### config.mk
export PLATFORM = sky130hd
export DESIGN_NAME = fft4_stage
export DESIGN_NICKNAME = d
export VERILOG_FILES = /design/src/rtl/fft4_pkg.sv /design/src/rtl/fft4_twiddle.sv /design/src/rtl/fft4_bfly.sv /design/src/rtl/fft4_stage.sv
export SDC_FILE = /design/constraint.sdc
export NUM_CORES = 1
export LEC_CHECK = 0
export ABC_AREA = 1
export ABC_CLOCK_PERIOD_IN_PS = 3700
export BUFFER_PORTS_ARGS = -buffer_cell sky130_fd_sc_hd__buf_2
export CAP_MARGIN = 25
export CORE_UTILIZATION = 64
export CTS_CLUSTER_DIAMETER = 150
export DETAILED_ROUTE_END_ITERATION = 10
export GPL_TIMING_DRIVEN = 0
export PLACE_DENSITY = 0.82
export SLEW_MARGIN = 10
export SYNTH_ARGS = -nofsm -noshare
export SYNTH_HDL_FRONTEND = slang
export SYNTH_HIERARCHICAL = 1
export SYNTH_SLANG_ARGS = --single-unit
### constraint.sdc
create_clock -name clk_i -period 3.7 [get_ports clk_i]
set_clock_uncertainty 0.15 [all_clocks]
set_input_delay 0.555 -clock clk_i [delete_from_list [all_inputs] [get_ports clk_i]]
set_output_delay 0.555 -clock clk_i [all_outputs]
set_load 0.05 [all_outputs]
### src/rtl/fft4_pkg.sv
package fft4_pkg;
  localparam int LANES = 4;

  typedef enum logic {
    TW_EXACT = 1'b0,
    TW_CONST = 1'b1
  } tw_kind_e;

  // quarter-turn codes for exact lanes
  localparam logic [1:0] QT_ONE     = 2'd0;
  localparam logic [1:0] QT_NEG_J   = 2'd1;
  localparam logic [1:0] QT_NEG_ONE = 2'd2;
  localparam logic [1:0] QT_POS_J   = 2'd3;
endpackage

### src/rtl/fft4_twiddle.sv
module fft4_twiddle
  import fft4_pkg::*;
#(
  parameter int       IN_W      = 5,
  parameter int       IN_FRAC   = 4,
  parameter int       MUL_FRAC  = 9,
  parameter int       COEF_W    = 12,
  parameter int       COEF_FRAC = 10,
  parameter tw_kind_e KIND      = TW_EXACT,
  parameter int       QUARTER   = 0,
  parameter int       C_RE      = 0,
  parameter int       C_IM      = 0
) (
  input  logic                               clk_i,
  input  logic                               rst_ni,
  input  logic                               en_a_i,
  input  logic                               en_b_i,
  input  logic [IN_W-1:0]                    re_i,
  input  logic [IN_W-1:0]                    im_i,
  output logic [IN_W-IN_FRAC+MUL_FRAC-1:0]   re_o,
  output logic [IN_W-IN_FRAC+MUL_FRAC-1:0]   im_o
);
  localparam int M_W = IN_W - IN_FRAC + MUL_FRAC;

  if (KIND == TW_EXACT) begin : g_exact
    localparam int         PAD = MUL_FRAC - IN_FRAC;
    localparam logic [1:0] QT  = QUARTER[1:0];

    logic signed [M_W-1:0] xr, xi, rr, ri;
    logic signed [M_W-1:0] a_re, a_im;

    assign xr = M_W'($signed(re_i)) <<< PAD;
    assign xi = M_W'($signed(im_i)) <<< PAD;

    always_comb begin
      case (QT)
        QT_NEG_J:   begin rr = xi;  ri = -xr; end
        QT_NEG_ONE: begin rr = -xr; ri = -xi; end
        QT_POS_J:   begin rr = -xi; ri = xr;  end
        default:    begin rr = xr;  ri = xi;  end
      endcase
    end

    always_ff @(posedge clk_i or negedge rst_ni) begin
      if (!rst_ni) begin
        a_re <= '0;
        a_im <= '0;
        re_o <= '0;
        im_o <= '0;
      end else begin
        if (en_a_i) begin
          a_re <= rr;
          a_im <= ri;
        end
        if (en_b_i) begin
          re_o <= a_re;
          im_o <= a_im;
        end
      end
    end
  end else begin : g_const
    localparam int P_W = IN_W + COEF_W;
    localparam int SH  = IN_FRAC + COEF_FRAC - MUL_FRAC;
    localparam logic signed [COEF_W-1:0] CR  = COEF_W'(C_RE);
    localparam logic signed [COEF_W-1:0] CI  = COEF_W'(C_IM);
    localparam logic signed [P_W:0]      RND = (P_W+1)'(1) <<< (SH - 1);

    logic signed [P_W-1:0] p_rr, p_ii, p_ri, p_ir;
    logic signed [P_W:0]   s_re, s_im;

    // round once, after the exact sum of products
    assign s_re = (P_W+1)'(p_rr) - (P_W+1)'(p_ii) + RND;
    assign s_im = (P_W+1)'(p_ri) + (P_W+1)'(p_ir) + RND;

    always_ff @(posedge clk_i or negedge rst_ni) begin
      if (!rst_ni) begin
        p_rr <= '0;
        p_ii <= '0;
        p_ri <= '0;
        p_ir <= '0;
        re_o <= '0;
        im_o <= '0;
      end else begin
        if (en_a_i) begin
          p_rr <= $signed(re_i) * CR;
          p_ii <= $signed(im_i) * CI;
          p_ri <= $signed(re_i) * CI;
          p_ir <= $signed(im_i) * CR;
        end
        if (en_b_i) begin
          re_o <= M_W'(s_re >>> SH);
          im_o <= M_W'(s_im >>> SH);
        end
      end
    end
  end
endmodule

### src/rtl/fft4_bfly.sv
module fft4_bfly #(
  parameter int W       = 10,
  parameter bit NEG_J_B = 1'b0
) (
  input  logic         clk_i,
  input  logic         rst_ni,
  input  logic         en_i,
  input  logic [W-1:0] a_re_i,
  input  logic [W-1:0] a_im_i,
  input  logic [W-1:0] b_re_i,
  input  logic [W-1:0] b_im_i,
  output logic [W:0]   sum_re_o,
  output logic [W:0]   sum_im_o,
  output logic [W:0]   dif_re_o,
  output logic [W:0]   dif_im_o
);
  logic signed [W:0] ar, ai, br, bi;

  assign ar = (W+1)'($signed(a_re_i));
  assign ai = (W+1)'($signed(a_im_i));

  if (NEG_J_B) begin : g_rot
    // b * (-j): swap, negate new imaginary part; extra bit absorbs the negation
    assign br = (W+1)'($signed(b_im_i));
    assign bi = -((W+1)'($signed(b_re_i)));
  end else begin : g_plain
    assign br = (W+1)'($signed(b_re_i));
    assign bi = (W+1)'($signed(b_im_i));
  end

  always_ff @(posedge clk_i or negedge rst_ni) begin
    if (!rst_ni) begin
      sum_re_o <= '0;
      sum_im_o <= '0;
      dif_re_o <= '0;
      dif_im_o <= '0;
    end else if (en_i) begin
      sum_re_o <= ar + br;
      sum_im_o <= ai + bi;
      dif_re_o <= ar - br;
      dif_im_o <= ai - bi;
    end
  end
endmodule

### src/rtl/fft4_stage.sv
module fft4_stage
  import fft4_pkg::*;
#(
  parameter int       IN_W                = 5,
  parameter int       IN_FRAC             = 4,
  parameter int       MUL_FRAC            = 9,
  parameter int       COEF_W              = 12,
  parameter int       COEF_FRAC           = 10,
  parameter tw_kind_e TW_KIND    [LANES]  = '{TW_EXACT, TW_CONST, TW_EXACT, TW_CONST},
  parameter int       TW_QUARTER [LANES]  = '{0, 0, 1, 0},
  parameter int       TW_RE      [LANES]  = '{0, 946, 0, 392},
  parameter int       TW_IM      [LANES]  = '{0, -392, 0, -946}
) (
  input  logic                                            clk_i,
  input  logic                                            rst_ni,
  input  logic                                            in_valid_i,
  input  logic [LANES-1:0][IN_W-1:0]                      in_re_i,
  input  logic [LANES-1:0][IN_W-1:0]                      in_im_i,
  output logic                                            out_valid_o,
  output logic [LANES-1:0][IN_W-IN_FRAC+MUL_FRAC+1:0]     out_re_o,
  output logic [LANES-1:0][IN_W-IN_FRAC+MUL_FRAC+1:0]     out_im_o
);
  localparam int M_W   = IN_W - IN_FRAC + MUL_FRAC;
  localparam int DEPTH = 4;  // 2 multiply levels + 2 add rows

  logic [DEPTH-1:0]            vld;
  logic [LANES-1:0][M_W-1:0]   tw_re, tw_im;
  logic [LANES-1:0][M_W:0]     r1_re, r1_im;

  always_ff @(posedge clk_i or negedge rst_ni) begin
    if (!rst_ni) vld <= '0;
    else         vld <= {vld[DEPTH-2:0], in_valid_i};
  end

  assign out_valid_o = vld[DEPTH-1];

  for (genvar l = 0; l < LANES; l++) begin : g_tw
    fft4_twiddle #(
      .IN_W      (IN_W),
      .IN_FRAC   (IN_FRAC),
      .MUL_FRAC  (MUL_FRAC),
      .COEF_W    (COEF_W),
      .COEF_FRAC (COEF_FRAC),
      .KIND      (TW_KIND[l]),
      .QUARTER   (TW_QUARTER[l]),
      .C_RE      (TW_RE[l]),
      .C_IM      (TW_IM[l])
    ) u_tw (
      .clk_i  (clk_i),
      .rst_ni (rst_ni),
      .en_a_i (in_valid_i),
      .en_b_i (vld[0]),
      .re_i   (in_re_i[l]),
      .im_i   (in_im_i[l]),
      .re_o   (tw_re[l]),
      .im_o   (tw_im[l])
    );
  end

  // butterfly p writes sum to slot p, difference to slot p+2
  for (genvar p = 0; p < 2; p++) begin : g_row
    fft4_bfly #(.W(M_W), .NEG_J_B(1'b0)) u_r1 (
      .clk_i    (clk_i),
      .rst_ni   (rst_ni),
      .en_i     (vld[1]),
      .a_re_i   (tw_re[p]),
      .a_im_i   (tw_im[p]),
      .b_re_i   (tw_re[p+2]),
      .b_im_i   (tw_im[p+2]),
      .sum_re_o (r1_re[p]),
      .sum_im_o (r1_im[p]),
      .dif_re_o (r1_re[p+2]),
      .dif_im_o (r1_im[p+2])
    );

    fft4_bfly #(.W(M_W+1), .NEG_J_B(p == 1)) u_r2 (
      .clk_i    (clk_i),
      .rst_ni   (rst_ni),
      .en_i     (vld[2]),
      .a_re_i   (r1_re[2*p]),
      .a_im_i   (r1_im[2*p]),
      .b_re_i   (r1_re[2*p+1]),
      .b_im_i   (r1_im[2*p+1]),
      .sum_re_o (out_re_o[p]),
      .sum_im_o (out_im_o[p]),
      .dif_re_o (out_re_o[p+2]),
      .dif_im_o (out_im_o[p+2])
    );
  end
endmodule

==> flow_metrics.py <==
metrics = {
    "critical_path": {
        "crit_arrival_ns": 3.64,
        "r2r_setup_slack_ns": 0.40,
        "critPathMaxFanout": 6,
        "startpoint_type": "primary input",
        "end_kind": "flop",
        "crit_type": "in2reg",
        "worstPathRequired_ns": 4.00,
    },
    "grt": {
        "grt_pass1_wl_mm": 132.3,
        "met3_usage_pct": 3.016,
        "grtUsageTotal_pct": 32.71,
        "grt_pass1_vias": 27070,
        "antenna_found_initial": 0,
        "gr-total-overflow": 0,
        "grt_busiest_layer": "met2",
        "met1_usage_pct": 41.45,
        "grt_max_degree": 108,
        "grt_util_met2_pct": 57.09,
    },
    "place": {
        "preCtsSetupSlack_ns": -0.2213,
        "post-dp-hpwl_mm": 63.38,
        "place_area_sq_um": 32840,
        "port_buffers": 139,
        "gp_congestion": 0.9569,
    },
    "pwr": {
        "p_sw_share_pct": 51.81,
        "total_leakage_power_nw": 19.71,
        "powerDensity_nw_per_um2": 853.8,
        "pwr-share-seq_pct": 22.7,
        "switchingPower_mw": 15.19,
        "peakVddDrop_v": 0.0004742,
        "p_int_mw": 14.13,
        "power.total_mw": 29.31,
        "clock_power_share_pct": 15.0,
        "p_comb_share_pct": 62.2,
    },
    "floorplanning": {
        "core_sq_um": 47950,
        "ios": 140,
        "start_util_pct": 65.11,
        "die_h_microns": 222.9,
        "die_width_microns": 222.9,
        "fp-row-count": 80,
        "die-area_sq_um": 49660,
    },
    "sta": {
        "timing.final.crit_share_pct": 90.21,
        "rsz0062_at_grt": "false",
        "worst_pin_slew_ns": 0.7523,
        "fin_crit_ns": 3.338,
        "fmax_mhz": 299.6,
        "drv_slew": 0,
        "finalSetupViolCount": 0,
        "relSlewSlack_pct": 49.85,
        "finalWorstSetupSlack_ns": 0.3623,
        "worst_hold_slack_ns": 0.04858,
        "hold_viol": 0,
    },
    "clocking": {
        "clock_latency_ns": 0.57,
        "cts_post_setup_buffers_inserted": 0,
        "cts_buffers": 43,
        "cts_tree": "done",
        "clk_path_buf_depth": 3,
        "clock-sinks": 358,
        "cts_max_level": 2,
        "cts_root_buf": "clkbuf_16",
        "path_clk_slew_ns": 0.06,
    },
    "drt": {
        "dr.pass1.iters": 6,
        "wl_per_cell_microns": 15.34,
        "num_vias": 28180,
        "drt-total-wl_mm": 79.91,
        "drtIter0Drc": 2015,
        "ant_nets": 0,
        "vias_per_cell": 5.409,
        "remaining_drc_errors": 0,
    },
    "synthesis": {
        "ys_seq_area_share_pct": 28.70,
        "synth.avg_cell_area_sq_um": 7.163,
        "yosys_most_used_dff": "dfrtp_1",
        "syn_inst": 4358,
        "yosysWarnings": 6,
        "synth-edff-count": 0,
        "synthArstFlopShare_pct": 100.0,
        "synth_cell_types": 47,
        "synth_seq_cells": 358,
        "synth_area_sq_um": 31220,
    },
    "finish": {
        "syn_to_final_growth_pct": 9.972,
        "num-nets-final": 5099,
        "stdcell_area_sq_um": 34330,
        "mostFrequentLayoutCells": "nand2_1, inv_1, ha_1, dfrtp_1, nand3_1",
        "ff_latch_area_sq_um": 8959,
        "layout_commonest_cell": "nand2_1",
        "fillers": 4019,
        "drive_above_1_share_pct": 9.269,
        "multi_input_area_sq_um": 19030,
        "num_antenna_cells": 0,
        "utilization_pct": 71.60,
    },
    "run_status": {
        "status": "finished clean",
    },
    "job": {
        "max_cap_viol_count": 0,
    },
    "worst_hold_path": {
        "min_path_type": "in2reg",
    },
}
## stage by stage
step | setup TNS, ns | instances
after global placement | -1721.73 | 5130
final | 0 | 5211
after detailed placement | -0.4417 | 5133
after floorplan | 0 | 4376
after global routing | 0 | 5211
after CTS | 0 | 5211
## sequential cells by signal, summed over array words and instances (netlist names)
register and cells:
g_tw.u_tw/g_const.p_ii 24, vld 4, g_row.u_r2/dif_im_o 24, g_row.u_r1/dif_im_o 22, g_tw.u_tw/re_o 30, g_tw.u_tw/im_o 30, g_tw.u_tw/g_const.p_ir 25, g_tw.u_tw/g_const.p_rr 24
g_row.u_r1/dif_re_o 22, g_tw.u_tw/g_const.p_ri 25, g_row.u_r1/sum_im_o 20, g_tw.u_tw/g_exact.a_im 10, g_tw.u_tw/g_exact.a_re 10, g_row.u_r2/dif_re_o 24, g_row.u_r2/sum_re_o 22, g_row.u_r2/sum_im_o 22
g_row.u_r1/sum_re_o 20
## kinds of logic (layout without fill, tap and decap cells)
group                      count (synthesis)  count (layout)  share of synthesized area, %
AOI/OAI and AO/OA                        467             467                         8.257
xor gates and xnor gates                  69              69                         1.936
adders and majority gates                492             492                         21.40
buffers and inverters                    793            1013                         10.56
DFF                                      358             358                         28.70
muxes                                     10              10                        0.4809
other                                      2              20                       0.02406
and+or+nand+nor                         2167            2167                         28.64
## cells in the mapped netlist (13+ instances only)
cell	instances	area share (%)
a21o_1	17	0.41
a21oi_1	148	2.4
a31oi_1	17	0.34
buf_2	47	0.75
buf_4	40	0.96
buf_6	13	0.47
clkbuf_1	27	0.32
dfrtp_1	358	29
fa_1	70	4.5
ha_1	422	17
inv_1	616	7.4
inv_2	36	0.43
nand2_1	1428	17
nand2_2	17	0.34
nand3_1	306	4.9
nand3b_1	24	0.58
nand4_1	53	1.1
nor2_1	288	3.5
nor3_1	14	0.22
o21ai_0	184	2.9
o21ai_1	47	0.75
o21bai_1	29	0.70
xnor2_1	19	0.53
xor2_1	50	1.4
## worst max-delay path: stages
cell and delay (ns):
buf_2 0.15, inv_1 0.25, fa_1 0.53, fa_1 0.53
fa_1 0.53, inv_1 0.04, ha_1 0.34, a21oi_1 0.18
o21a_1 0.13, nand3_1 0.08, inv_1 0.06, nand2_1 0.05
nand3_1 0.12, nand2_1 0.07
## final cells by class
class	instances	area share [%]
plain buffers	139	2.453
clock inverters	17	0.5686
multi-input cells	3225	55.43
well taps	615	2.241
inverters	654	7.151
flip-flops and latches	358	26.10
repair buffers	143	2.325
clock buffers	60	3.736
## path summary, 6_finish.rpt
path / cells after the start / to / start
setup / recovery: 14 / g_tw[3].u_tw/g_const.p_ri[14]$_DFFE_PN0P_ / in_re_i[18]
hold / removal: 3 / g_tw[2].u_tw/g_exact.a_re[7]$_DFFE_PN0P_ / in_im_i[12]
setup reg to reg: 17 / g_row[1].u_r2/sum_im_o[11]$_DFFE_PN0P_ / g_row[1].u_r1/dif_re_o[0]$_DFFE_PN0P_
hold reg to reg: 2 / g_row[1].u_r2/sum_im_o[1]$_DFFE_PN0P_ / g_row[1].u_r2/sum_im_o[1]$_DFFE_PN0P_
max in group asynchronous: 4 / g_tw[3].u_tw/g_const.p_ri[4]$_DFFE_PN0P_ / rst_ni
min in group asynchronous: 2 / g_row[0].u_r2/sum_im_o[10]$_DFFE_PN0P_ / rst_ni
## layer usage
| metal | wire length, microns | up-vias |
|---|---|---|
| met1 | 34200 | 13120 |
| met5 | 0 | - |
| li1 | - | 14140 |
| met2 | 38610 | 762 |
| met4 | 3461 | 0 |
| met3 | 3642 | 171 |
## power by group through the flow
stage / logic (mW) / registers, mW / clock network (mW)
6_report: 18.2 / 6.66 / 4.41
5_1_grt: 20.5 / 6.80 / 4.61
4_1_cts: 18.0 / 6.65 / 4.46
3_5_place_dp: 17.8 / 6.69 / 0
3_3_place_gp: 17.5 / 6.64 / 0
2_1_floorplan: 12.1 / 7.98 / 0
## repair_timing
action                                 4_1_cts  5_1_grt
hold buffers                                 1        0
endpoints found under the hold margin       91        0
resized for setup                            0        0
Note: power is estimated with default switching activity, not from simulation.
